**src/rtl/sar_seq_pkg.sv**
```systemverilog
package sar_seq_pkg;
   typedef enum logic [1:0] {
      PH_IDLE  = 2'd0,
      PH_DELAY = 2'd1,
      PH_CONV  = 2'd2
   } phase_t;

   localparam int PRE_CLKS  = 2;  // hold settling before the first bit
   localparam int POST_CLKS = 2;  // wrap-up after the last bit
endpackage

```
**src/rtl/sar_seq_trig.sv**
```systemverilog
module sar_seq_trig #(
   parameter int N_TMR    = 3,
   parameter bit PIN_SYNC = 1'b1
) (
   input  logic             clk,
   input  logic             rst,
   input  logic [2:0]       mode,
   input  logic             sw_go,
   input  logic [N_TMR-1:0] tmr_ovf,
   input  logic             ext_pin,
   output logic             trig,
   output logic             pin_lvl
);
   logic             pin_q;
   logic [N_TMR-1:0] tmr_hit;

   if (N_TMR < 1 || N_TMR > 3) begin : g_bad_tmr
      $error("N_TMR must be 1..3");
   end

   if (PIN_SYNC) begin : g_sync
      logic [1:0] sync_q;
      always_ff @(posedge clk) begin
         if (rst) sync_q <= 2'b00;
         else     sync_q <= {sync_q[0], ext_pin};
      end
      assign pin_lvl = sync_q[1];
   end else begin : g_direct
      assign pin_lvl = ext_pin;
   end

   always_ff @(posedge clk) begin
      if (rst) pin_q <= 1'b1;
      else     pin_q <= pin_lvl;
   end

   for (genvar i = 0; i < N_TMR; i++) begin : g_tmr
      assign tmr_hit[i] = (mode[1:0] == 2'(i + 1)) && tmr_ovf[i];
   end

   always_comb begin
      if (mode[2])               trig = pin_lvl && !pin_q;
      else if (mode[1:0] == 2'd0) trig = sw_go;
      else                       trig = |tmr_hit;
   end

   // a pin-selected trigger only on a rising level
   p_pin_edge_r1: assert property (@(posedge clk) disable iff (rst)
      (mode[2] && trig) |-> (pin_lvl && !pin_q));
endmodule

```
**src/rtl/sar_seq_ctrl.sv**
```systemverilog
module sar_seq_ctrl
   import sar_seq_pkg::*;
#(
   parameter int RES_W      = 10,
   parameter int SHORT_DROP = 2,
   parameter int DLY_CLKS   = 3
) (
   input  logic   clk,
   input  logic   rst,
   input  logic   trig,
   input  logic   sar_ce,
   input  logic   dly_in,
   input  logic   short_in,
   output phase_t phase,
   output logic   short_q,
   output logic   load,
   output logic   bit_step,
   output logic   last_bit,
   output logic   finish,
   output logic   done
);
   localparam int TOT_FULL  = RES_W + PRE_CLKS + POST_CLKS;
   localparam int TOT_SHORT = TOT_FULL - SHORT_DROP;
   localparam int CNT_MAX   = (TOT_FULL > DLY_CLKS) ? TOT_FULL : DLY_CLKS;
   localparam int CNT_W     = $clog2(CNT_MAX + 1);

   logic [CNT_W-1:0] cnt;
   logic [CNT_W-1:0] total;
   logic [CNT_W-1:0] bit_end;
   logic             in_conv;

   assign total   = short_q ? CNT_W'(TOT_SHORT) : CNT_W'(TOT_FULL);
   assign bit_end = short_q ? CNT_W'(PRE_CLKS + RES_W - SHORT_DROP)
                            : CNT_W'(PRE_CLKS + RES_W);
   assign in_conv  = (phase == PH_CONV);
   assign load     = sar_ce && in_conv && (cnt == CNT_W'(PRE_CLKS - 1));
   assign bit_step = sar_ce && in_conv && (cnt >= CNT_W'(PRE_CLKS)) && (cnt < bit_end);
   assign last_bit = (cnt == bit_end - 1'b1);
   assign finish   = sar_ce && in_conv && (cnt == total - 1'b1);

   always_ff @(posedge clk) begin
      if (rst) begin
         phase   <= PH_IDLE;
         cnt     <= '0;
         short_q <= 1'b0;
         done    <= 1'b0;
      end else begin
         done <= 1'b0;
         case (phase)
            PH_IDLE: if (trig) begin
               short_q <= short_in;
               cnt     <= '0;
               phase   <= (dly_in && DLY_CLKS > 0) ? PH_DELAY : PH_CONV;
            end
            PH_DELAY: if (sar_ce) begin
               if (cnt == CNT_W'(DLY_CLKS - 1)) begin
                  cnt   <= '0;
                  phase <= PH_CONV;
               end else cnt <= cnt + 1'b1;
            end
            PH_CONV: if (sar_ce) begin
               if (finish) begin
                  cnt   <= '0;
                  phase <= PH_IDLE;
                  done  <= 1'b1;
               end else cnt <= cnt + 1'b1;
            end
            default: phase <= PH_IDLE;
         endcase
      end
   end

   // completion is one cycle wide
   p_done_single_r8: assert property (@(posedge clk) disable iff (rst)
      done |=> !done);
   // completion only ends a conversion interval
   p_done_from_conv_r8: assert property (@(posedge clk) disable iff (rst)
      done |-> ($past(phase) == PH_CONV && phase == PH_IDLE));
   // an accepted trigger leaves idle
   p_start_r1: assert property (@(posedge clk) disable iff (rst)
      (trig && phase == PH_IDLE) |=> (phase != PH_IDLE));
   // the latched width does not move while converting
   p_ignore_busy_r9: assert property (@(posedge clk) disable iff (rst)
      (phase != PH_IDLE) |=> $stable(short_q));
   // the delay interval never exceeds its length
   p_delay_len_r3: assert property (@(posedge clk) disable iff (rst)
      (phase == PH_DELAY) |-> (cnt < CNT_W'(DLY_CLKS)));
endmodule

```
**src/rtl/sar_seq_core.sv**
```systemverilog
module sar_seq_core #(
   parameter int RES_W = 10
) (
   input  logic             clk,
   input  logic             rst,
   input  logic             start,
   input  logic             load,
   input  logic             bit_step,
   input  logic             last_bit,
   input  logic             finish,
   input  logic             cmp_hi,
   output logic [RES_W-1:0] code,
   output logic [RES_W-1:0] result
);
   logic [RES_W-1:0] mask;
   logic [RES_W-1:0] kept;

   assign kept = cmp_hi ? code : (code & ~mask);

   always_ff @(posedge clk) begin
      if (rst) begin
         code   <= '0;
         mask   <= '0;
         result <= '0;
      end else begin
         if (start) begin
            code <= '0;
            mask <= '0;
         end else if (load) begin
            code <= {1'b1, {(RES_W-1){1'b0}}};
            mask <= {1'b1, {(RES_W-1){1'b0}}};
         end else if (bit_step) begin
            code <= last_bit ? kept : (kept | (mask >> 1));
            mask <= last_bit ? '0 : (mask >> 1);
         end
         if (finish) result <= code;
      end
   end

   // at most one bit under test
   p_mask_onehot_r7: assert property (@(posedge clk) disable iff (rst)
      $onehot0(mask));
   // result only moves on completion
   p_result_hold_r8: assert property (@(posedge clk) disable iff (rst)
      !finish |=> $stable(result));
endmodule

```
**src/rtl/sar_seq.sv**
```systemverilog
module sar_seq
   import sar_seq_pkg::*;
#(
   parameter int RES_W      = 10,
   parameter int SHORT_DROP = 2,
   parameter int DLY_CLKS   = 3,
   parameter bit PIN_SYNC   = 1'b1
) (
   input  logic             clk,
   input  logic             rst,
   input  logic             sar_ce,
   input  logic [2:0]       conv_mode,
   input  logic             dly_en,
   input  logic             short_en,
   input  logic             sw_go,
   input  logic [2:0]       tmr_ovf,
   input  logic             ext_start,
   input  logic             cmp_hi,
   output logic             track,
   output logic [RES_W-1:0] dac_code,
   output logic [RES_W-1:0] result,
   output logic             busy,
   output logic             done
);
   if (RES_W < 4 || SHORT_DROP < 1 || SHORT_DROP > RES_W - 2) begin : g_bad_width
      $error("RES_W/SHORT_DROP out of range");
   end
   if (DLY_CLKS < 0 || DLY_CLKS > 15) begin : g_bad_dly
      $error("DLY_CLKS out of range");
   end

   phase_t phase;
   logic   trig, pin_lvl, short_q, load, bit_step, last_bit, finish, accept;

   assign busy   = (phase != PH_IDLE);
   assign accept = trig && !busy;

   sar_seq_trig #(.N_TMR(3), .PIN_SYNC(PIN_SYNC)) u_trig (
      .clk(clk), .rst(rst), .mode(conv_mode), .sw_go(sw_go), .tmr_ovf(tmr_ovf),
      .ext_pin(ext_start), .trig(trig), .pin_lvl(pin_lvl)
   );

   sar_seq_ctrl #(.RES_W(RES_W), .SHORT_DROP(SHORT_DROP), .DLY_CLKS(DLY_CLKS)) u_ctrl (
      .clk(clk), .rst(rst), .trig(trig), .sar_ce(sar_ce), .dly_in(dly_en),
      .short_in(short_en), .phase(phase), .short_q(short_q), .load(load),
      .bit_step(bit_step), .last_bit(last_bit), .finish(finish), .done(done)
   );

   sar_seq_core #(.RES_W(RES_W)) u_core (
      .clk(clk), .rst(rst), .start(accept), .load(load), .bit_step(bit_step),
      .last_bit(last_bit), .finish(finish), .cmp_hi(cmp_hi),
      .code(dac_code), .result(result)
   );

   always_comb begin
      case (phase)
         PH_DELAY: track = 1'b1;
         PH_CONV:  track = 1'b0;
         default:  track = conv_mode[2] ? (dly_en || !pin_lvl) : 1'b1;
      endcase
   end

   // short results leave the dropped bits clear
   p_short_lsbs_r7: assert property (@(posedge clk) disable iff (rst)
      (done && short_q) |-> (result[SHORT_DROP-1:0] == '0));
   // the trial code is never presented while tracking in a conversion
   p_hold_busy_r5: assert property (@(posedge clk) disable iff (rst)
      (busy && dac_code != '0) |-> !track);
endmodule

```
**config.mk**
```make
export PLATFORM = sky130hd
export DESIGN_NAME = sar_seq
export DESIGN_NICKNAME = d
export VERILOG_FILES = /design/src/rtl/sar_seq_pkg.sv /design/src/rtl/sar_seq_trig.sv /design/src/rtl/sar_seq_ctrl.sv /design/src/rtl/sar_seq_core.sv /design/src/rtl/sar_seq.sv
export SDC_FILE = /design/constraint.sdc
export NUM_CORES = 1
export LEC_CHECK = 0
export BUFFER_PORTS_ARGS = -buffer_cell sky130_fd_sc_hd__buf_2
export CORE_ASPECT_RATIO = 0.5
export CORE_MARGIN = 4
export CORE_UTILIZATION = 55
export CTS_CLUSTER_DIAMETER = 80
export DETAILED_ROUTE_END_ITERATION = 8
export GPL_TIMING_DRIVEN = 0
export PLACE_DENSITY = 0.79
export SYNTH_ARGS = -nofsm -noshare
export SYNTH_HDL_FRONTEND = slang
export SYNTH_HIERARCHICAL = 1
export SYNTH_SLANG_ARGS = --single-unit
```
**constraint.sdc**
```tcl
create_clock -name clk -period 4.9 [get_ports clk]
set_clock_uncertainty 0.1 [all_clocks]
set_input_delay 0.49 -clock clk [delete_from_list [all_inputs] [get_ports clk]]
set_output_delay 0.49 -clock clk [all_outputs]
set_load 0.005 [all_outputs]
```
==> results of run 1 <==
## where the power goes
group,internal (mW),switching [mW],leakage [nW]
clock,0.148,0.110,0.0540
sequential,0.342,0.0113,0.331
combinational,0.0858,0.111,0.598
## cell families after synthesis
| kind of cell | after synthesis |
|---|---|
| flops | 41 |
| buf+inv | 22 |
| compound gates | 34 |
| mux | 12 |
| fa+ha+maj | 11 |
| simple gates | 93 |
## critical path, stage by stage (launching register included)
cell	delay, ps
dfxtp_1	500
ha_1	320
nor2b_1	140
o21a_1	160
nor3_1	190
clkbuf_1	380
buf_2	300
nand3b_1	150
o32ai_1	130
## through the flow
stage / total power, mW / hold slack, ps / instance area [µm²] / setup WS (ps)
6_report: 0.809 / 315 / 2380 / 2440
2_1_floorplan: 0.504 / 314 / 2030 / 2640
3_5_place_dp: 0.557 / 355 / 2280 / 2400
5_1_grt: 0.849 / 340 / 2380 / 2290
4_1_cts: 0.814 / 312 / 2380 / 2510
3_3_place_gp: 0.548 / 323 / 2280 / 2410
## cell type report
| class | count | area [µm²] |
|---|---|---|
| Multi-Input combinational cell | 150 | 1100 |
| Inverter | 10 | 37.5 |
| Timing Repair Buffer | 36 | 180 |
| Clock buffer | 5 | 68.8 |
| Buffer | 12 | 72.6 |
| Sequential cell | 41 | 821 |
| Fill cell | 290 | 1110 |
| Tap cell | 51 | 63.8 |
| Clock inverter | 2 | 35.0 |
## final timing paths
check                                                   startpoint                                  to  slack [ps]  depth (start not counted)
worst max register to register          u_ctrl/cnt[2]$_SDFFE_PP0P_         u_core/code[6]$_SDFFE_PP0P_        2440                          8
worst min-delay path                                     ext_start  u_trig/g_sync.sync_q[0]$_SDFF_PP0_         320                          2
worst max-delay path                    u_ctrl/cnt[2]$_SDFFE_PP0P_         u_core/code[6]$_SDFFE_PP0P_        2440                          8
worst min register to register  u_trig/g_sync.sync_q[0]$_SDFF_PP0_  u_trig/g_sync.sync_q[1]$_SDFF_PP0_         370                          1
## flip-flops by register name, indices dropped and copies added, names as in the netlist
register and flops:
u_trig/pin_q 1, u_ctrl/cnt 4, u_core/result 10, u_ctrl/short_q 1
u_trig/g_sync.sync_q 2, u_ctrl/phase 2, u_core/code 10, u_ctrl/done 1
u_core/mask 10
## cell usage in the layout (no fill, tap or decap), types with 3 or more instances in the layout
master     n
buf_6      3
ha_1      11
nor2b_1    7
buf_2     40
nand2_1   11
nand3b_1   9
mux2i_1   10
inv_1     10
a211o_1    3
nor3_1     6
clkbuf_1   5
nor4_1     3
and3b_1    9
o32ai_1    9
nor2_1    13
nand2b_1  19
a21oi_1   16
dfxtp_1   41
clkbuf_8   5
## metal layers
metal	global-route usage	vias to the layer above
li1	-	838
met1	0.232	812
met2	0.342	45
met3	0.0441	4
met4	0.0576	0
met5	0	-
==> metrics.md, run 1 <==
| Metric | Value |
|---|---|
| Max-cap violations | `0` |
| Met2 WL | `2.12 mm` |
| Gr usage total | `0.192` |
| Clock buffer depth | `2` |
| Syn Area/Cell | `9.55 µm²` |
| Antenna violations before repair | `0` |
| First-pass GRT wire length | `7.27 mm` |
| M1 WL | `2.03 mm` |
| DRC viols | `0` |
| Worst Setup Path Type | `flop to flop` |
| Non-Filler Instances | `307` |
| Cells after synthesis | `213` |
| Horizontal die dimension | `94.0 µm` |
| WL met3 | `205 µm` |
| Top cells by count, synth | `41 x dfxtp_1, 19 x nand2b_1, 16 x a21oi_1` |
| Area fraction in and, or, nand and nor cells after synthesis | `0.284` |
| Final core occ | `0.682` |
| TritonCTS clock tree | `yes` |
| Hold buffer count at cts | `0` |
| GP Congestion | `0.781` |
| Max Transition Viols Final | `0` |
| Vias in the first global route | `1650` |
| DPL Wire Length | `3.14 mm` |
| Fin crit share | `0.503` |
| Total grt overflow | `0` |
| Top-area cell type share of the netlist area | `0.403` |
| Compound-gate portion of the synthesized area | `0.125` |
| Syn. warnings | `6` |
| Setup TNS Final | `0 ps` |
| Die Height | `51.0 µm` |
| Slew HR | `0.452` |
| Fin. Hold Viols | `0` |
| Peak VDD IR | `227 µV` |
| # resized after CTS | `0` |
| Largest net degree at the start of global routing | `13` |
| Outcome | `finished clean` |
| Largest family of logic cells by synthesized area | `simple AND/OR/NAND/NOR gates` |
| Die area | `0.00479 mm²` |
| Post-Synthesis Cell Area | `0.00203 mm²` |
| Syn nets | `238` |
| Clk Latency, worst-skew pair | `290 ps` |
| Post-CTS setup buffer count | `0` |
| Clk root buf | `clkbuf_8` |
| Min Tclk post-route | `2460 ps` |
| Post-synthesis mux area share | `0.0658` |
| Async set or reset register ratio after synthesis | `0` |
| Synth Register Bits | `41` |
| Area leader, netlist | `dfxtp_1` |
| Most common cell in the netlist | `dfxtp_1` |
| Routed via count | `1699` |
| Crit path max fanout | `10` |
| Hold WC Path Type | `input port to flop` |
| PD cells | `339 mW/mm²` |
| CP Data Arrival Time | `2560 ps` |
| Cts bufs inserted | `5` |
| Worst endpoint required time | `4990 ps` |
| DR WL/cell | `14.3 µm` |
| Final WL | `4.39 mm` |
| CP Capture Type | `flop` |
| Ys flop type | `dfxtp_1` |
| Via-to-Cell Ratio | `5.53` |
| Max layer used | `met4` |
| Post-Synth XOR/XNOR Area | `0` |
| CTS H-tree depth | `2` |
| First-pass DRT Iterations | `5` |
| Yosys cell types | `39` |
| Layout area overhead | `17.1%` |
| Core area | `0.00349 mm²` |
| RSZ-0062 raised after global routing | `false` |
| I/O Buffers | `36` |
| Initial core utilization | `0.583` |
| Worst Tran Pin Value | `816 ps` |
| LEAKAGE | `0.983 nW` |
| Final setup violation count | `0` |
| Adder-Cell Fraction of Synth Area | `0.0677` |
| Ant diodes | `0` |
| I/O pins | `37` |
| Share of post-route cells with drive strength above 1 | `0.227` |
| Seq/Total Area, Yosys | `0.403` |
| FP Rows | `15` |
| Startpoint types | `flop` |
| Post-route antenna net violation count | `0` |
| Nets | `281` |
| Clock Pin Slew Worst Setup and Hold Paths | `80 ps` |
| EDFF count, synth | `0` |
| Initial drt markers | `73` |
| Largest cells by area after synthesis | `dfxtp_1 40%, ha_1 6.8%, nand2b_1 5.8%` |
| Cells after DPL | `300` |
| F_max | `406 MHz` |
| Sink Count | `41` |
No activity file was read; power rests on OpenSTA's default activity.
==> run 2, diff against run 1 <==
--- a/config.mk
+++ b/config.mk
@@ -5,14 +5,15 @@
 export SDC_FILE = /design/constraint.sdc
 export NUM_CORES = 1
 export LEC_CHECK = 0
+export ABC_AREA = 1
 export BUFFER_PORTS_ARGS = -buffer_cell sky130_fd_sc_hd__buf_2
 export CORE_ASPECT_RATIO = 0.5
 export CORE_MARGIN = 4
-export CORE_UTILIZATION = 55
+export CORE_UTILIZATION = 54
 export CTS_CLUSTER_DIAMETER = 80
 export DETAILED_ROUTE_END_ITERATION = 8
 export GPL_TIMING_DRIVEN = 0
-export PLACE_DENSITY = 0.79
+export PLACE_DENSITY = 0.78
 export SYNTH_ARGS = -nofsm -noshare
 export SYNTH_HDL_FRONTEND = slang
 export SYNTH_HIERARCHICAL = 1
==> constraint.sdc (replaced) <==
create_clock -name clk -period 2.35 [get_ports clk]
set_clock_uncertainty 0.1 [all_clocks]
set_input_delay 0.235 -clock clk [delete_from_list [all_inputs] [get_ports clk]]
set_output_delay 0.235 -clock clk [all_outputs]
set_load 0.005 [all_outputs]
==> run 2 against run 1 <==
  * Critical path depth is the same
  * Non-clock buffer count shrank 7
  * Wire length shrank 4.1%
  * Sequential cell count is the same
  * Fmax grew 24%
  * Clock-buffer cell count grew 1
  * Clock power grew 82%
  * Global-route usage grew 0.16 points
  * Sequential share of layout area grew 2.0 points
  * Worst setup slack lost 2100 ps
  * Synthesized area shrank 5.5%
  * Critical path type unchanged
  * Critical endpoint is now u_core/mask[5]$_SDFFE_PP0P_
  * Highest routed layer unchanged
==> metrics.md, run 2 <==
| Metric | Value |
|---|---|
| Most common cell in the netlist | `nand2_1` |
| Most frequent cells in the layout | `72 x nand2_1, 41 x dfxtp_1, 39 x buf_2` |
| Peak VDD IR | `462 µV` |
| CP Data Arrival Time | `2050 ps` |
| Outcome | `finished clean` |
| Worst Setup Path Type | `flop to flop` |
| Nets | `327` |
| Post-Synthesis Cell Area | `0.00192 mm²` |
| Adder-Cell Fraction of Synth Area | `0.0716` |
| Final core occ | `0.703` |
| Most used cell, CP | `nand2_1` |
| # resized after CTS | `0` |
| Worst endpoint required time | `2430 ps` |
| Share of post-route cells with drive strength above 1 | `0.228` |
| Top-area cell type share of the netlist area | `0.427` |
| Ys flop type | `dfxtp_1` |
| F_max | `505 MHz` |
| Fin. Hold Viols | `0` |
| Post-CTS setup buffer count | `0` |
| Seq/Total Area, Yosys | `0.427` |
| Cts bufs inserted | `5` |
| I/O pins | `37` |
| PD cells | `739 mW/mm²` |
| Ant diodes | `0` |
| DPL Wire Length | `3.12 mm` |
| Clock Pin Slew Worst Setup and Hold Paths | `80 ps` |
| Post-route antenna net violation count | `0` |
| Max Transition Viols Final | `0` |
| TritonCTS clock tree | `yes` |
| GP Congestion | `0.802` |
| First-pass DRT Iterations | `4` |
| I/O Buffers | `36` |
| Largest cells by area after synthesis | `dfxtp_1 43%, nand2_1 14%, ha_1 7.2%` |
| Synth Register Bits | `41` |
| Worst Tran Pin Value | `395 ps` |
| Largest family of logic cells by synthesized area | `simple AND/OR/NAND/NOR gates` |
| Max-cap violations | `0` |
| FF+latch area | `821 µm²` |
| CP Capture Type | `flop` |
| Leading cell type in the layout, fill and taps excluded | `nand2_1` |
| Yosys cell types | `24` |
| Slew HR | `0.736` |
| Fin crit share | `0.842` |
| Critical path's largest stage delay | `440 ps` |
| # fillers | `288` |
| EDFF count, synth | `0` |
| WP buf/inv | `2` |
| Async set or reset register ratio after synthesis | `0` |
| Hold buffer count at cts | `0` |
| Area leader, netlist | `dfxtp_1` |
| Multi-input gate area | `952 µm²` |
| Routed via count | `1760` |
| DR WL/cell | `12.0 µm` |
| Syn. warnings | `6` |
| First-pass GRT wire length | `7.28 mm` |
| Final WL | `4.21 mm` |
| Final setup violation count | `0` |
| Sink Count | `41` |
| Antenna violations before repair | `0` |
| Syn nets | `284` |
| RSZ-0062 raised after global routing | `false` |
| Largest regs | `u_core/code: 10 flops, u_core/mask: 10 flops, u_core/result: 10 flops` |
| Horizontal die dimension | `92.4 µm` |
| Total grt overflow | `0` |
| Layout area overhead | `17.2%` |
| Initial drt markers | `65` |
| Crit path max-delay cell type | `dfxtp_1` |
| Gr usage total | `0.193` |
| Top cells by count, synth | `72 x nand2_1, 41 x dfxtp_1, 27 x inv_1, 27 x nand3_1, 26 x a21oi_1` |
| Vias in the first global route | `1662` |
| FP Rows | `14` |
| LEAKAGE | `0.983 nW` |
| Startpoint types | `flop` |
| CTS H-tree depth | `2` |
| Cells after synthesis | `259` |
| Area fraction in and, or, nand and nor cells after synthesis | `0.283` |
| Min Tclk post-route | `1980 ps` |
| Cell family with most CP delay | `flip-flops` |
| Setup TNS Final | `0 ps` |
| Die area | `0.00464 mm²` |
| Core area | `0.00321 mm²` |
| Post-Synth XOR/XNOR Area | `0` |
| DRC viols | `0` |
| Compound-gate portion of the synthesized area | `0.141` |
| Die Height | `50.2 µm` |
| Post-synthesis mux area share | `0` |
| Hold WC Path Type | `input port to flop` |
| Clk root buf | `clkbuf_8` |
| Crit path max fanout | `10` |
| Clk Latency, worst-skew pair | `290 ps` |
| CP Cell Sequence | `ha_1 > nand2_1 > o21ai_0 > a311oi_1 > buf_2 > inv_2 > nand2_1 > a21oi_2` |
| Syn Area/Cell | `7.43 µm²` |
| Clock buffer depth | `2` |
| Initial core utilization | `0.600` |
| Via-to-Cell Ratio | `5.03` |
| Largest net degree at the start of global routing | `13` |
[run 2: final timing paths]
path | to | startpoint | slack [ps] | cells after the start
setup / recovery | u_core/mask[5]$_SDFFE_PP0P_ | u_ctrl/cnt[2]$_SDFFE_PP0P_ | 370 | 8
hold / removal | u_trig/g_sync.sync_q[0]$_SDFF_PP0_ | ext_start | 50 | 3
setup reg to reg | u_core/mask[5]$_SDFFE_PP0P_ | u_ctrl/cnt[2]$_SDFFE_PP0P_ | 370 | 8
hold reg to reg | u_trig/g_sync.sync_q[1]$_SDFF_PP0_ | u_trig/g_sync.sync_q[0]$_SDFF_PP0_ | 310 | 2
[run 2: kinds of logic (layout without fill, tap and decap cells)]
family,after synthesis,count (layout)
AOI/OAI and AO/OA,44,44
buffers and inverters,37,80
adders and majority gates,11,11
and+or+nand+nor,126,126
DFF,41,41
[run 2: metrics by stage]
| step | setup WS [ps] | hold slack (ps) | total power [mW] | cell area [µm²] | std cells |
|---|---|---|---|---|---|
| global route | 196 | 62.9 | 1.77 | 2250 | 350 |
| CTS | 384 | 54.3 | 1.67 | 2250 | 350 |
| global placement | 452 | 295 | 1.19 | 2160 | 343 |
| floorplan | 683 | 204 | 1.09 | 1920 | 259 |
| detailed placement | 409 | 305 | 1.20 | 2160 | 343 |
| finish | 371 | 54.2 | 1.66 | 2250 | 350 |
[run 2: cell type report]
type,count,area share
Multi-Input combinational cell,181,0.423
Sequential cell,41,0.364
Timing Repair Buffer,36,0.0800
Inverter,32,0.0533
Clock buffer,6,0.0366
Tap cell,48,0.0267
Buffer,5,0.0133
Clock inverter,1,0.00333
[run 2: layer usage]
| layer | track usage | part of all wire |
|---|---|---|
| met1 | 0.227 | 0.46 |
| met2 | 0.354 | 0.50 |
| met3 | 0.0507 | 0.045 |
| met4 | 0.0542 | 0.0026 |
| met5 | 0 | 0 |
[run 2: worst min-delay path, cell delays in order]
cell and delay [ps]:
buf_2 80, inv_1 30, nor2_1 70
[run 2: where the power goes]
part | internal, mW | switching (mW)
Sequential | 0.722 | 0.0322
Combinational | 0.159 | 0.283
Clock | 0.232 | 0.237
==> run 3, diff against run 2 <==
--- a/config.mk
+++ b/config.mk
@@ -9,11 +9,11 @@
 export BUFFER_PORTS_ARGS = -buffer_cell sky130_fd_sc_hd__buf_2
 export CORE_ASPECT_RATIO = 0.5
 export CORE_MARGIN = 4
-export CORE_UTILIZATION = 54
+export CORE_UTILIZATION = 49
 export CTS_CLUSTER_DIAMETER = 80
 export DETAILED_ROUTE_END_ITERATION = 8
 export GPL_TIMING_DRIVEN = 0
-export PLACE_DENSITY = 0.78
+export PLACE_DENSITY = 0.75
 export SYNTH_ARGS = -nofsm -noshare
 export SYNTH_HDL_FRONTEND = slang
 export SYNTH_HIERARCHICAL = 1
==> constraint.sdc (replaced) <==
create_clock -name clk -period 1.6 [get_ports clk]
set_clock_uncertainty 0.1 [all_clocks]
set_input_delay 0.16 -clock clk [delete_from_list [all_inputs] [get_ports clk]]
set_output_delay 0.16 -clock clk [all_outputs]
set_load 0.005 [all_outputs]
==> run 3 against run 2 <==
  * The run now ends with setup timing left
  * Cell area up 20%
  * Largest cell class unchanged
  * Cell count up 3.7%
  * Worst hold slack worse by 39 ps
  * Worst setup slack worse by 490 ps
==> metrics.md, run 3 (synthesized netlist as in run 2, its figures left out) <==
| Metric | Value |
|---|---|
| Outcome | `complete, but fails checks` |
| Failing checks | `setup timing` |
| Antenna violations before repair | `0` |
| Vias in the first global route | `1808` |
| Clk root buf | `clkbuf_8` |
| Pre-CTS WS | `-189 ps` |
| Routed via count | `1862` |
| GP Congestion | `0.758` |
| Post-route antenna net violation count | `0` |
| RSZ-0062 raised after global routing | `true` |
| PD cells | `1040 mW/mm²` |
| Worst Tran Pin Value | `552 ps` |
| Hold WC Path Type | `input port to flop` |
| F_max | `581 MHz` |
| LEAKAGE | `1.11 nW` |
| Share of post-route cells with drive strength above 1 | `0.433` |
| Initial core utilization | `0.534` |
| Multi-input gate area | `0.00123 mm²` |
| Total grt overflow | `0` |
| Hold Path End | `u_ctrl/short_q$_SDFFE_PP0P_` |
| Clock Pin Slew Worst Setup and Hold Paths | `80 ps` |
| Cts bufs inserted | `5` |
| First-pass GRT wire length | `7.94 mm` |
| Initial drt markers | `69` |
| Leading cell type in the layout, fill and taps excluded | `nand2_1` |
| FF+latch area | `841 µm²` |
| Horizontal die dimension | `96.6 µm` |
| Worst Hold Depth | `3` |
| Die area | `0.00505 mm²` |
| I/O Buffers | `36` |
| Peak VDD IR | `743 µV` |
| Gr usage total | `0.205` |
| Max Transition Viols Final | `0` |
| Clock buffer depth | `2` |
| Startpoint types | `flop` |
| Register-to-Register Setup Slack | `-120 ps` |
| Largest regs | `u_core/code: 10 flops, u_core/mask: 10 flops, u_core/result: 10 flops` |
| Min Tclk post-route | `1720 ps` |
| # fillers | `270` |
| TritonCTS clock tree | `yes` |
| CTS H-tree depth | `2` |
| First-pass DRT Iterations | `4` |
| Fin crit share | `1.08` |
| Slew HR | `0.632` |
| Reg-to-reg critical path startpoint | `u_ctrl/short_q$_SDFFE_PP0P_` |
| Via-to-Cell Ratio | `5.13` |
| CP Data Arrival Time | `1810 ps` |
| Sink Count | `41` |
| Hold_sp | `short_en` |
| Nets | `337` |
| Fin. Hold Viols | `0` |
| Clk Latency, worst-skew pair | `290 ps` |
| Placed Area | `0.00226 mm²` |
| Final setup violation count | `24` |
| Final Worst Setup Slack | `-121 ps` |
| DR WL/cell | `13.4 µm` |
| DPL Wire Length | `3.06 mm` |
| CP Capture Type | `flop` |
| Ant diodes | `0` |
| Worst endpoint required time | `1690 ps` |
| CP Launch Point | `u_ctrl/short_q$_SDFFE_PP0P_` |
| I/O pins | `37` |
| Most frequent cells in the layout | `61 x nand2_1, 36 x buf_2, 35 x dfxtp_1` |
| Core area | `0.00360 mm²` |
| Worst flop-to-flop path endpoint | `u_core/code[4]$_SDFFE_PP0P_` |
| Design area | `0.00271 mm²` |
| FP Rows | `15` |
| Final WL | `4.86 mm` |
| Die Height | `52.3 µm` |
| Layout area overhead | `40.7%` |
| Worst Setup Path Type | `flop to flop` |
| Max-cap violations | `0` |
| DRC viols | `0` |
| Worst r2r path cells | `8` |
| Crit path max fanout | `5` |
| Largest net degree at the start of global routing | `13` |
## run 3: cell count changes in the layout (fill, tap and decap cells not counted), sizes merged
cell	change
buf	+9
bufinv	+1
clkbuf	-1
clkinvlp	-1
dlygate4sd3	+1
inv	+1
## run 3: through the flow
stage | cells | total power [mW] | hold WS [ps] | util | setup TNS (ps)
after floorplan | 259 | 1.62 | 122 | - | -11.5
after global placement | 346 | 1.77 | 263 | 0.626 | -3950
after detailed placement | 346 | 1.79 | 276 | 0.626 | -5200
after CTS | 363 | 2.72 | 5.04 | 0.716 | -1220
after global routing | 363 | 2.98 | 2.57 | 0.751 | -3920
final | 363 | 2.81 | 15.5 | 0.751 | -1660
## run 3: power breakdown
part           total [mW]  internal, mW  switching, mW  leakage [nW]
sequential           1.13          1.07         0.0605         0.336
clock               0.815         0.454          0.361        0.0540
combinational       0.860         0.351          0.508         0.721
## run 3: how the worst max path moves through the flow
stage,cells after the start,slack [ps],endpoint
finish,8,-120,u_core/code[4]$_SDFFE_PP0P_
detailed placement,9,-190,u_core/result[1]$_SDFFE_PP0P_
CTS,8,-80,u_core/code[4]$_SDFFE_PP0P_
global route,8,-180,u_core/code[0]$_SDFFE_PP0P_
floorplan,8,-10,u_core/code[5]$_SDFFE_PP0P_
global placement,8,-150,u_core/mask[6]$_SDFFE_PP0P_
## run 3: final cells by class
class | instances | share of cell area
Clock buffer | 5 | 0.0254
Buffer | 5 | 0.0180
Multi-Input combinational cell | 181 | 0.454
Sequential cell | 41 | 0.311
Tap cell | 51 | 0.0236
Clock inverter | 2 | 0.0129
Inverter | 32 | 0.0532
Timing Repair Buffer | 46 | 0.103
## run 3: what timing repair did
item	in CTS	in global routing
setup endpoints to repair	35	37
gates resized for setup	45	32
endpoints found under the hold margin	1	0
pin swaps	4	15
hold buffers	1	0
buffers inserted	6	0
gates cloned	3	0
## run 3: per-layer routing
layer / vias up / share of wire / GRT usage
met5: - / 0 / 0
met2: 58 / 0.50 / 0.371
li1: 938 / - / -
met3: 4 / 0.052 / 0.0545
met1: 862 / 0.44 / 0.243
met4: 0 / 0.0053 / 0.0488
## run 3: worst max-delay path: stages (launching register included)
cell,delay (ps)
dfxtp_4,360
ha_4,240
nand2_4,70
o21ai_4,60
a311oi_4,340
buf_6,210
nand3_2,90
nand2_2,90
a21oi_2,60
